[config.mk]
export PLATFORM = sky130hd
export DESIGN_NAME = wave_pair_player
export DESIGN_NICKNAME = d
export VERILOG_FILES = /design/src/rtl/wpp_pkg.sv /design/src/rtl/wpp_ctrl.sv /design/src/rtl/wpp_align.sv /design/src/rtl/wpp_out.sv /design/src/rtl/wave_pair_player.sv
export SDC_FILE = /design/constraint.sdc
export NUM_CORES = 1
export LEC_CHECK = 0
export BUFFER_PORTS_ARGS = -buffer_cell sky130_fd_sc_hd__clkbuf_2
export CAP_MARGIN = 20
export CORE_MARGIN = 2
export CORE_UTILIZATION = 52
export DETAILED_ROUTE_END_ITERATION = 8
export PLACE_DENSITY = 0.94
export SYNTH_ARGS = -nofsm -noshare
export SYNTH_HDL_FRONTEND = slang
export SYNTH_SLANG_ARGS = --single-unit
[constraint.sdc]
create_clock -name clk -period 5.2 [get_ports clk]
set_input_delay 0.52 -clock clk [delete_from_list [all_inputs] [get_ports clk]]
set_output_delay 0.52 -clock clk [all_outputs]
set_load 0.005 [all_outputs]
[src/rtl/wpp_pkg.sv]
package wpp_pkg;

    typedef enum logic [0:0] {
        PH_IDLE = 1'b0,
        PH_PLAY = 1'b1
    } phase_e;

    typedef struct packed {
        logic go;
        logic halt;
    } cmd_t;

    localparam int WPP_MAX_AW = 32;

    // next address of a wrapping counter that ends at 'last'
    function automatic logic [WPP_MAX_AW-1:0] wrap_step(
        input logic [WPP_MAX_AW-1:0] cur,
        input logic [WPP_MAX_AW-1:0] last
    );
        if (cur >= last) return '0;
        return cur + 1;
    endfunction

endpackage

[src/rtl/wpp_ctrl.sv]
module wpp_ctrl
    import wpp_pkg::*;
#(
    parameter int ADDR_W = 8
) (
    input  logic              clk,
    input  logic              rst,
    input  cmd_t              cmd_i,
    input  logic [ADDR_W-1:0] len_i,
    output logic              rd_o,
    output logic [ADDR_W-1:0] addr_o,
    output logic [ADDR_W-1:0] len_o
);
    localparam int PADW = WPP_MAX_AW - ADDR_W;

    phase_e            ph_q;
    logic [ADDR_W-1:0] addr_q;
    logic [ADDR_W-1:0] len_q;
    logic [ADDR_W-1:0] last_w;
    logic [WPP_MAX_AW-1:0] step_w;
    logic              launch_w;

    assign last_w   = len_q - 1'b1;
    assign step_w   = wrap_step({{PADW{1'b0}}, addr_q}, {{PADW{1'b0}}, last_w});
    assign launch_w = cmd_i.go && !cmd_i.halt && (len_i != '0);

    always_ff @(posedge clk) begin
        if (rst) begin
            ph_q   <= PH_IDLE;
            addr_q <= '0;
            len_q  <= '0;
        end else begin
            unique case (ph_q)
                PH_IDLE: begin
                    addr_q <= '0;
                    if (launch_w) begin
                        ph_q  <= PH_PLAY;
                        len_q <= len_i;
                    end
                end
                PH_PLAY: begin
                    if (cmd_i.halt) begin
                        ph_q   <= PH_IDLE;
                        addr_q <= '0;
                    end else begin
                        addr_q <= step_w[ADDR_W-1:0];
                    end
                end
                default: ph_q <= PH_IDLE;
            endcase
        end
    end

    assign rd_o   = (ph_q == PH_PLAY);
    assign addr_o = addr_q;
    assign len_o  = len_q;

endmodule

[src/rtl/wpp_align.sv]
module wpp_align #(
    parameter int LAT = 2
) (
    input  logic clk,
    input  logic rst,
    input  logic rd_i,
    output logic tap_o
);
    logic [LAT-1:0] pipe_q;

    generate
        for (genvar s = 0; s < LAT; s++) begin : g_stage
            if (s == 0) begin : g_head
                always_ff @(posedge clk) begin
                    if (rst) pipe_q[0] <= 1'b0;
                    else     pipe_q[0] <= rd_i;
                end
            end else begin : g_tail
                always_ff @(posedge clk) begin
                    if (rst) pipe_q[s] <= 1'b0;
                    else     pipe_q[s] <= pipe_q[s-1];
                end
            end
        end
    endgenerate

    assign tap_o = pipe_q[LAT-1];

endmodule

[src/rtl/wpp_out.sv]
module wpp_out #(
    parameter int DATA_W = 14
) (
    input  logic              clk,
    input  logic              rst,
    input  logic              take_i,
    input  logic [DATA_W-1:0] odd_i,
    input  logic [DATA_W-1:0] even_i,
    output logic [DATA_W-1:0] p1_o,
    output logic [DATA_W-1:0] p2_o,
    output logic              vld_o
);
    typedef struct packed {
        logic [DATA_W-1:0] first;
        logic [DATA_W-1:0] second;
    } pair_t;

    pair_t hold_q;
    logic  vld_q;

    always_ff @(posedge clk) begin
        if (rst) begin
            hold_q <= '0;
            vld_q  <= 1'b0;
        end else begin
            vld_q <= take_i;
            if (take_i) begin
                hold_q.first  <= odd_i;
                hold_q.second <= even_i;
            end
        end
    end

    assign p1_o  = hold_q.first;
    assign p2_o  = hold_q.second;
    assign vld_o = vld_q;

endmodule

[src/rtl/wave_pair_player.sv]
module wave_pair_player
    import wpp_pkg::*;
#(
    parameter int ADDR_W = 8,
    parameter int DATA_W = 14,
    parameter int RD_LAT = 2
) (
    input  logic              clk,
    input  logic              rst,
    input  logic              start_i,
    input  logic              stop_i,
    input  logic [ADDR_W-1:0] len_i,
    output logic [ADDR_W-1:0] mem_addr_o,
    output logic              mem_rd_o,
    input  logic [DATA_W-1:0] bank_odd_i,
    input  logic [DATA_W-1:0] bank_even_i,
    output logic [DATA_W-1:0] port1_o,
    output logic [DATA_W-1:0] port2_o,
    output logic              pair_vld_o
);
    cmd_t              cmd_w;
    logic              rd_w;
    logic              take_w;
    logic [ADDR_W-1:0] len_live;

    assign cmd_w.go   = start_i;
    assign cmd_w.halt = stop_i;

    wpp_ctrl #(.ADDR_W(ADDR_W)) u_ctrl (
        .clk    (clk),
        .rst    (rst),
        .cmd_i  (cmd_w),
        .len_i  (len_i),
        .rd_o   (rd_w),
        .addr_o (mem_addr_o),
        .len_o  (len_live)
    );

    assign mem_rd_o = rd_w;

    wpp_align #(.LAT(RD_LAT)) u_align (
        .clk   (clk),
        .rst   (rst),
        .rd_i  (rd_w),
        .tap_o (take_w)
    );

    wpp_out #(.DATA_W(DATA_W)) u_out (
        .clk    (clk),
        .rst    (rst),
        .take_i (take_w),
        .odd_i  (bank_odd_i),
        .even_i (bank_even_i),
        .p1_o   (port1_o),
        .p2_o   (port2_o),
        .vld_o  (pair_vld_o)
    );

endmodule

==> results of run 1 <==
[flip-flops by register name, indices dropped and copies added (netlist names)]
signal and count:
u_ctrl.len_o 8, u_out.p1_o 14, u_ctrl.addr_o 8, u_align.tap_o 1
u_align.pipe_q 1, u_out.p2_o 14, u_ctrl.rd_o 1, u_out.vld_o 1
[per-stage QoR]
| stage | area (um^2) | setup slack [ns] | cells | power, W | util (%) |
|---|---|---|---|---|---|
| 2_1_floorplan | 2030 | 3.32 | 199 | 0.000434 | - |
| 3_3_place_gp | 2460 | 3.07 | 318 | 0.000460 | 66.1 |
| 3_5_place_dp | 2460 | 3.01 | 318 | 0.000464 | 66.1 |
| 4_1_cts | 2550 | 3.07 | 325 | 0.000682 | 68.6 |
| 5_1_grt | 2550 | 2.88 | 325 | 0.000705 | 68.6 |
| 6_report | 2550 | 3.09 | 325 | 0.000672 | 68.6 |
[layout make-up]
cell class / instances / area [um^2]
fillers: 304 / 1170
clock buffers: 6 / 82.6
clock inverters: 1 / 8.76
inverters: 6 / 22.5
flip-flops and latches: 48 / 961
multi-input cells: 137 / 1010
repair buffers: 79 / 400
well taps: 48 / 60.1
[worst max-delay path, cell delays in order, from the launching register on]
cell and delay (ns):
dfxtp_1 0.35, nor2_1 0.15, nand3_1 0.11, nor4_1 0.25
xnor2_1 0.11, ha_1 0.35, o211ai_1 0.13, a31oi_2 0.45
nor2_1 0.10
[synth_stat cells]
cell type and instances:
dfxtp_1 48, nor2_1 44, mux2i_1 36, ha_1 10
xnor2_1 10, nand2_1 8, inv_1 5, clkbuf_1 4
nand3_1 4, nor3b_2 4, buf_2 3, nor2b_1 3
nor3_1 3, nor4_1 3, xor2_1 2, a2111oi_1 1
a211oi_1 1, a211oi_4 1, a31oi_2 1, buf_4 1
inv_2 1, o2111ai_1 1, o211ai_1 1, o21a_1 1
o21ai_1 1, or3b_1 1, or3b_4 1
[kinds of logic (layout without fill, tap and decap cells)]
group	Yosys count	in the layout	synth area share (%)
flops	48	48	47.4
fa+ha+maj	10	10	6.17
xor+xnor	12	12	5.18
buf+inv	14	92	2.96
simple gates	71	71	16.7
compound gates	8	8	3.89
mux	36	36	17.8
[worst min-delay path by stage]
stage                                  from                       end  slack, ns
2_1_floorplan  u_align.pipe_q[0]$_SDFF_PP0_  u_align.tap_o$_SDFF_PP0_       0.41
3_3_place_gp   u_align.pipe_q[0]$_SDFF_PP0_  u_align.tap_o$_SDFF_PP0_       0.42
3_5_place_dp   u_align.pipe_q[0]$_SDFF_PP0_  u_align.tap_o$_SDFF_PP0_       0.43
4_1_cts        u_align.pipe_q[0]$_SDFF_PP0_  u_align.tap_o$_SDFF_PP0_       0.45
5_1_grt        u_align.pipe_q[0]$_SDFF_PP0_  u_align.tap_o$_SDFF_PP0_       0.46
6_report       u_align.pipe_q[0]$_SDFF_PP0_  u_align.tap_o$_SDFF_PP0_       0.45
[report_power, final]
group / internal, W / leakage (nW) / switching (W)
clock: 0.000106 / 0.0473 / 0.000112
sequential: 0.000375 / 0.388 / 0.00000688
combinational: 0.0000377 / 0.689 / 0.0000351
[cell usage in the layout, fill, tap and decap left out]
cell type   n
nor2b_1     3
o21ai_1     1
nand2_1     8
xnor2_1    10
xor2_1      2
o2111ai_1   1
nor2_1     44
a211oi_4    1
a211oi_1    1
nor3_1      3
or3b_1      1
o21a_1      1
or3b_4      1
inv_1       5
o211ai_1    1
clkinv_4    1
a2111oi_2   1
a31oi_2     1
buf_4       2
mux2i_1    36
nand3_1     4
nor3b_2     4
clkbuf_8    6
dfxtp_1    48
ha_1       10
inv_2       1
clkbuf_2   77
nor4_1      3
[metal layers]
layer	vias to the layer above	global-route usage, %
met4	0	7.65
met2	56	34.5
met1	739	22.3
met3	6	4.39
li1	828	-
met5	-	0
==> run_results.csv, run 1 <==
group,metric,value,unit
route,met2_length,2120,um
floorplanning,fp.dieArea,0.00442,mm^2
synthesis,yosysWarnings,0,
synthesis,ys_ff_latch,48,
global_routing,grt_usage,19.4,%
placement,io_buffer_count,77,
global_routing,grt_pass1_wl,6470,um
floorplanning,ios,78,
global_routing,antenna_found_initial,0,
run,maxCapViolations,0,
route,via_per_inst,5.01,
timing,post-route-period-util,40.6,%
final_layout,antenna_cells,0,
clocking,cts_tree,"built",
synthesis,avgSynthCellArea,10.2,um^2
worst_setup_path,crit_start,"u_ctrl.len_o[2]$_SDFFE_PP0P_",
synthesis,syn_area,0.00203,mm^2
clocking,clk_pin_slew,0.08,ns
timing,tightest_slew,0.815,ns
floorplanning,rows,22,
floorplanning,fp.dieW,66.5,um
clocking,cts_max_level,2,
floorplanning,start_util,54.6,%
synthesis,synth_top_area_cell,"dfxtp_1",
timing,period_minus_slack,2.11,ns
route,drc_errors,0,
global_routing,grt_max_degree,42,
power_and_ir_drop,vdd_drop_max,0.200,mV
timing,grt_setup_unrepaired,"false",
clocking,clock_latency,0.29,ns
clocking,clkSinkCount,48,
timing,hold_slack,0.446,ns
synthesis,netlist.area_leader.share,47.4,%
synthesis,syn_inst,199,
timing,tns,0,ns
clocking,cts_buffers,5,
worst_setup_path,startpoint_type,"flip-flop",
worst_setup_path,cp.arrival,2.27,ns
final_layout,drive_gt1_share,34.3,%
final_layout,fin_nets,327,
route,drt_iter0_drc,81,
route,wl_per_cell,12.8,um
synthesis,synthTopCellsByArea,"dfxtp_1 (47%), mux2i_1 (18%), nor2_1 (8.1%)",
route,routed_wl,4150,um
floorplanning,core,0.00372,mm^2
route,firstDrtPassIters,4,
floorplanning,die_h,66.5,um
clocking,cts_resized,0,
status,status,"complete, no violations",
timing,fmax,474,MHz
placement,hpwl,3210,um
worst_setup_path,worstSetupPathType,"reg -> reg",
timing,fin_worst_skew,0.00615,ns
global_routing,grt_pass1_vias,1492,
clocking,clockBufferDepth,2,
route,highest_layer,"met4",
worst_setup_path,reg2reg_depth,8,
synthesis,synth_cell_types,27,
worst_setup_path,endpoint_kind,"flip-flop",
power_and_ir_drop,power_density,264,mW/mm^2
worst_setup_path,crit_required,5.36,ns
worst_setup_path,crit_end,"u_ctrl.addr_o[2]$_SDFF_PP0_",
synthesis,ys_seq_area_share,47.4,%
clocking,hold_buffers,0,
worst_setup_path,rrSetupSlack,3.09,ns
timing,drv_slew,0,
timing,maxSlewHeadroom,45.6,%
worst_setup_path,worstPathMaxFanout,8,
worst_setup_path,r2r_start,"u_ctrl.len_o[2]$_SDFFE_PP0P_",
final_layout,area_growth,25.6,%
global_routing,grt-ovfl-total,0,
route,wl_met1,1760,um
route,via_count,1629,
timing,finalSetupViolations,0,
worst_hold_path,hp-class,"reg -> reg",
synthesis,syn_nets,249,
worst_setup_path,reg2reg_to,"u_ctrl.addr_o[2]$_SDFF_PP0_",
route,dr_wl_met3,214,um
route,ant_nets,0,
clocking,root_buffer,"clkbuf_8",
worst_hold_path,min_delay_path_depth,1,
timing,hold_viol,0,
clocking,post-cts-setup-buffer-count,0,
placement,routabilityCongestion,0.796,
power_and_ir_drop,power.leakage,1.12,nW
Power figures use the tool's default switching activity.
==> run 2, diff against run 1 <==
CORE_UTILIZATION = 43   (was 52)
PLACE_DENSITY = 0.84   (was 0.94)
clock period = 1.7 ns   (was 5.2 ns; I/O delays follow)
==> run_results.csv, run 2 (synthesis results as in run 1) <==
group,metric,value,unit
clocking,cts_buffers,5,
floorplanning,core,0.00444,mm^2
placement,io_buffer_count,77,
timing,hold_viol,0,
clocking,hold_buffers,0,
timing,grt_setup_unrepaired,"true",
placement,routabilityCongestion,0.762,
worst_setup_path,worstPathMaxFanout,3,
final_layout,final_common_cell,"clkbuf_2",
global_routing,grt_pass1_wl,7200,um
floorplanning,fp.dieW,72.7,um
final_layout,fillers,359,
clocking,cts_tree,"built",
worst_setup_path,startpoint_type,"flip-flop",
power_and_ir_drop,power_density,817,mW/mm^2
global_routing,grt_pass1_vias,1652,
timing,maxSlewHeadroom,62.9,%
run,maxCapViolations,0,
floorplanning,ios,78,
global_routing,grt-ovfl-total,0,
worst_setup_path,worstSetupPathType,"reg -> reg",
timing,finalSetupViolations,8,
timing,period_minus_slack,2.01,ns
final_layout,fin_nets,346,
route,firstDrtPassIters,4,
placement,place_ws,-0.166,ns
worst_hold_path,hp-class,"in -> reg",
final_layout,drive_gt1_share,44.1,%
worst_setup_path,crit_required,1.94,ns
route,drt_iter0_drc,35,
timing,hold_slack,0.0966,ns
final_layout,final_cell_mix,"clkbuf_2 (77), dfxtp_1 (44), nor2_1 (40), mux2i_1 (36), buf_4 (18)",
route,via_per_inst,4.94,
worst_setup_path,cp.arrival,2.25,ns
global_routing,antenna_found_initial,0,
clocking,clk_pin_slew,0.09,ns
global_routing,grt_usage,17.6,%
timing,layout_setup_ws,-0.315,ns
floorplanning,die_h,72.7,um
worst_setup_path,endpoint_kind,"flip-flop",
status,failed_checks,"setup timing",
route,ant_nets,0,
final_layout,antenna_cells,0,
clocking,clockBufferDepth,2,
clocking,clock_latency,0.31,ns
clocking,root_buffer,"clkbuf_8",
timing,post-route-period-util,119,%
placement,hpwl,3300,um
floorplanning,fp.dieArea,0.00528,mm^2
route,via_count,1723,
route,routed_wl,4730,um
clocking,clkSinkCount,48,
power_and_ir_drop,vdd_drop_max,0.480,mV
floorplanning,start_util,45.6,%
placement,place_inst,335,
floorplanning,rows,24,
timing,fin_worst_skew,0.00354,ns
timing,fmax,496,MHz
timing,drv_slew,0,
final_layout,area_growth,38.8,%
status,status,"finished with violations",
route,wl_per_cell,13.6,um
route,drc_errors,0,
global_routing,grt_max_degree,41,
power_and_ir_drop,total_power,0.00230,W
final_layout,final_cell_count_no_fill,349,
timing,tightest_slew,0.551,ns
power_and_ir_drop,power.leakage,1.25,nW
clocking,cts_max_level,2,
[run 2: stage by stage]
step                      setup TNS (ns)  util [%]  cell area, um^2
after floorplan                  -0.0989         -             2080
after global placement            -0.695      58.8             2610
after detailed placement           -1.23      58.8             2610
after CTS                          -1.42      62.4             2770
after global routing               -2.77      63.3             2820
final                              -2.21      63.3             2820
[run 2: what timing repair did]
action,4_1_cts,5_1_grt
gates resized for setup,4,5
setup endpoints to repair,8,8
setup buffers,4,2
pin swaps,6,4
[run 2: worst paths after layout]
| path | startpoint | slack [ns] | depth (start not counted) | endpoint |
|---|---|---|---|---|
| setup reg to reg | u_ctrl.len_o[2]$_SDFFE_PP0P_ | -0.31 | 10 | u_ctrl.addr_o[7]$_SDFF_PP0_ |
| hold reg to reg | u_align.pipe_q[0]$_SDFF_PP0_ | 0.45 | 1 | u_align.tap_o$_SDFF_PP0_ |
| hold / removal | bank_even_i[8] | 0.1 | 3 | u_out.p2_o[8]$_SDFFE_PP0P_ |
| setup / recovery | u_ctrl.len_o[2]$_SDFFE_PP0P_ | -0.31 | 10 | u_ctrl.addr_o[7]$_SDFF_PP0_ |
[run 2: power breakdown]
group	switching, W	total [W]	internal, W
Combinational	0.000135	0.000286	0.000151
Sequential	0.0000173	0.00117	0.00115
Clock	0.000405	0.000848	0.000443
[run 2: worst max-delay path, cell delays in order (launching register included)]
cell and delay [ns]:
dfxtp_2 0.34, nor2_4 0.15, nand3_4 0.11, nor2_4 0.13, xnor2_2 0.08, ha_1 0.32
o21a_1 0.12, o211ai_1 0.29, a31oi_4 0.09, buf_6 0.17, nor3b_2 0.15
[run 2: layout make-up]
class,count,area (um^2),area share [%]
repair buffers,98,554,19.7
clock buffers,5,68.8,2.44
well taps,52,65.1,2.31
multi-input cells,137,1090,38.8
inverters,6,22.5,0.800
clock inverters,3,46.3,1.64
flip-flops and latches,48,966,34.3
[run 2: routing by layer]
metal  vias up  part of all wire [%]  track usage (%)  routed length [um]
met2        52                    51             31.0                2420
met3        11                   4.6             4.42                 216
met1       797                    42             20.0                2010
met4         0                   1.8             7.82                  87
li1        863                     -                -                   -
met5         -                     0                0                   0
==> run 3, diff against run 2 <==
HOLD_SLACK_MARGIN = 0.12   (was unset)
==> run_results.csv, run 3 (synthesis results as in run 1) <==
group,metric,value,unit
route,via_per_inst,5.07,
timing,fmax,494,MHz
placement,place_ws,-0.166,ns
floorplanning,die_h,72.7,um
global_routing,grt_usage,21.5,%
timing,period_minus_slack,2.02,ns
status,status,"finished with violations",
floorplanning,fp.dieW,72.7,um
route,firstDrtPassIters,4,
final_layout,antenna_cells,0,
worst_setup_path,worstPathMaxFanout,3,
global_routing,grt_max_degree,41,
worst_hold_path,hp-class,"in -> reg",
final_layout,fillers,302,
route,drc_errors,0,
global_routing,antenna_found_initial,0,
clocking,cts_tree,"built",
global_routing,grt-ovfl-total,0,
floorplanning,rows,24,
clocking,cts_max_level,2,
power_and_ir_drop,pwr-share-comb,15.1,%
status,failed_checks,"setup timing",
floorplanning,fp.dieArea,0.00528,mm^2
placement,routabilityCongestion,0.762,
power_and_ir_drop,netSwitchingPower,0.000592,W
power_and_ir_drop,power.leakage,1.38,nW
worst_setup_path,startpoint_type,"flip-flop",
final_layout,final_cell_mix,"clkbuf_2 (76), dfxtp_1 (43), nor2_1 (40), mux2i_1 (35), dlygate4sd3_1 (29)",
timing,drv_slew,0,
timing,grt_setup_unrepaired,"true",
power_and_ir_drop,pwr-share-seq,49.0,%
power_and_ir_drop,total_power,0.00238,W
clocking,clkSinkCount,48,
clocking,clk_pin_slew,0.09,ns
floorplanning,start_util,45.6,%
clocking,cts_buffers,5,
clocking,clock_latency,0.31,ns
timing,finalSetupViolations,8,
global_routing,grt_pass1_wl,8550,um
final_layout,drive_gt1_share,41.7,%
route,ant_nets,0,
placement,io_buffer_count,77,
power_and_ir_drop,clockPowerShare,35.9,%
timing,fin_worst_skew,0.00584,ns
timing,tns,-2.26,ns
worst_setup_path,crit_required,1.94,ns
power_and_ir_drop,power_density,758,mW/mm^2
worst_setup_path,worstSetupPathType,"reg -> reg",
route,via_count,1916,
final_layout,area_growth,55.1,%
power_and_ir_drop,vdd_drop_max,0.409,mV
final_layout,fin_nets,375,
final_layout,multi_input_area,0.00113,mm^2
power_and_ir_drop,p_int,0.00179,W
timing,tightest_slew,0.405,ns
global_routing,grt_pass1_vias,1916,
timing,maxSlewHeadroom,73.0,%
clocking,clockBufferDepth,2,
timing,layout_setup_ws,-0.323,ns
route,drt_iter0_drc,68,
floorplanning,core,0.00444,mm^2
worst_setup_path,endpoint_kind,"flip-flop",
final_layout,regArea,967,um^2
floorplanning,ios,78,
final_layout,final_common_cell,"clkbuf_2",
timing,hold_viol,0,
route,routed_wl,5880,um
clocking,root_buffer,"clkbuf_8",
power_and_ir_drop,swShare,24.8,%
placement,hpwl,3300,um
timing,post-route-period-util,119,%
route,wl_per_cell,15.5,um
run,maxCapViolations,0,
worst_setup_path,cp.arrival,2.26,ns
## run 3: stage by stage
stage               area (um^2)  util [%]  hold WS, ns  std cells
floorplan                  2080         -        0.317        199
global route               3150      70.8        0.135        378
finish                     3150      70.8        0.122        378
detailed placement         2610      58.8        0.418        335
CTS                        3060      68.9        0.123        376
global placement           2610      58.8        0.409        335
## run 3: worst paths after layout
path,from,to,slack (ns),cells after the start
setup / recovery,u_ctrl.len_o[2]$_SDFFE_PP0P_,u_ctrl.addr_o[7]$_SDFF_PP0_,-0.32,10
hold / removal,bank_even_i[0],u_out.p2_o[0]$_SDFFE_PP0P_,0.12,3
setup reg to reg,u_ctrl.len_o[2]$_SDFFE_PP0P_,u_ctrl.addr_o[7]$_SDFF_PP0_,-0.32,10
hold reg to reg,u_align.pipe_q[0]$_SDFF_PP0_,u_align.tap_o$_SDFF_PP0_,0.45,1
## run 3: area by class of cell
class	count	area share, %
Clock buffer	5	2.19
Clock inverter	3	1.47
Inverter	6	0.716
Multi-Input combinational cell	137	35.8
Sequential cell	48	30.7
Tap cell	52	2.07
Timing Repair Buffer	127	27.0
## run 3: what timing repair did
| action | CTS | global route |
|---|---|---|
| setup buffers | 4 | 2 |
| pin swaps | 6 | 6 |
| resized for setup | 4 | 15 |
| hold endpoints to repair | 29 | 0 |
| hold buffers | 29 | 0 |
| endpoints found under the setup margin | 8 | 16 |
| gates cloned | 0 | 1 |
## run 3: per-layer routing
| layer | wire (um) | global-route usage (%) | up-vias | share of wire, % |
|---|---|---|---|---|
| met5 | 0 | 0 | - | 0 |
| li1 | - | - | 925 | - |
| met3 | 306 | 4.56 | 19 | 5.2 |
| met1 | 2240 | 22.0 | 893 | 38 |
| met4 | 179 | 10.5 | 0 | 3.0 |
| met2 | 3160 | 40.8 | 79 | 54 |
## run 3: power by group through the flow
stage                     clock network [W]  logic (W)  registers (W)
after floorplan                           0   0.000152        0.00119
after global placement                    0   0.000253        0.00119
after detailed placement                  0   0.000262        0.00119
after CTS                          0.000865   0.000320        0.00117
after global routing               0.000909   0.000390        0.00117
final                              0.000856   0.000360        0.00117
## run 3: critical path, stage by stage (launching register included)
cell	delay, ns
dfxtp_2	0.35
nor2_4	0.15
nand3_4	0.12
nor2_4	0.13
xnor2_2	0.07
ha_1	0.32
o21a_1	0.12
o211ai_1	0.29
a31oi_4	0.09
buf_6	0.17
nor3b_2	0.14
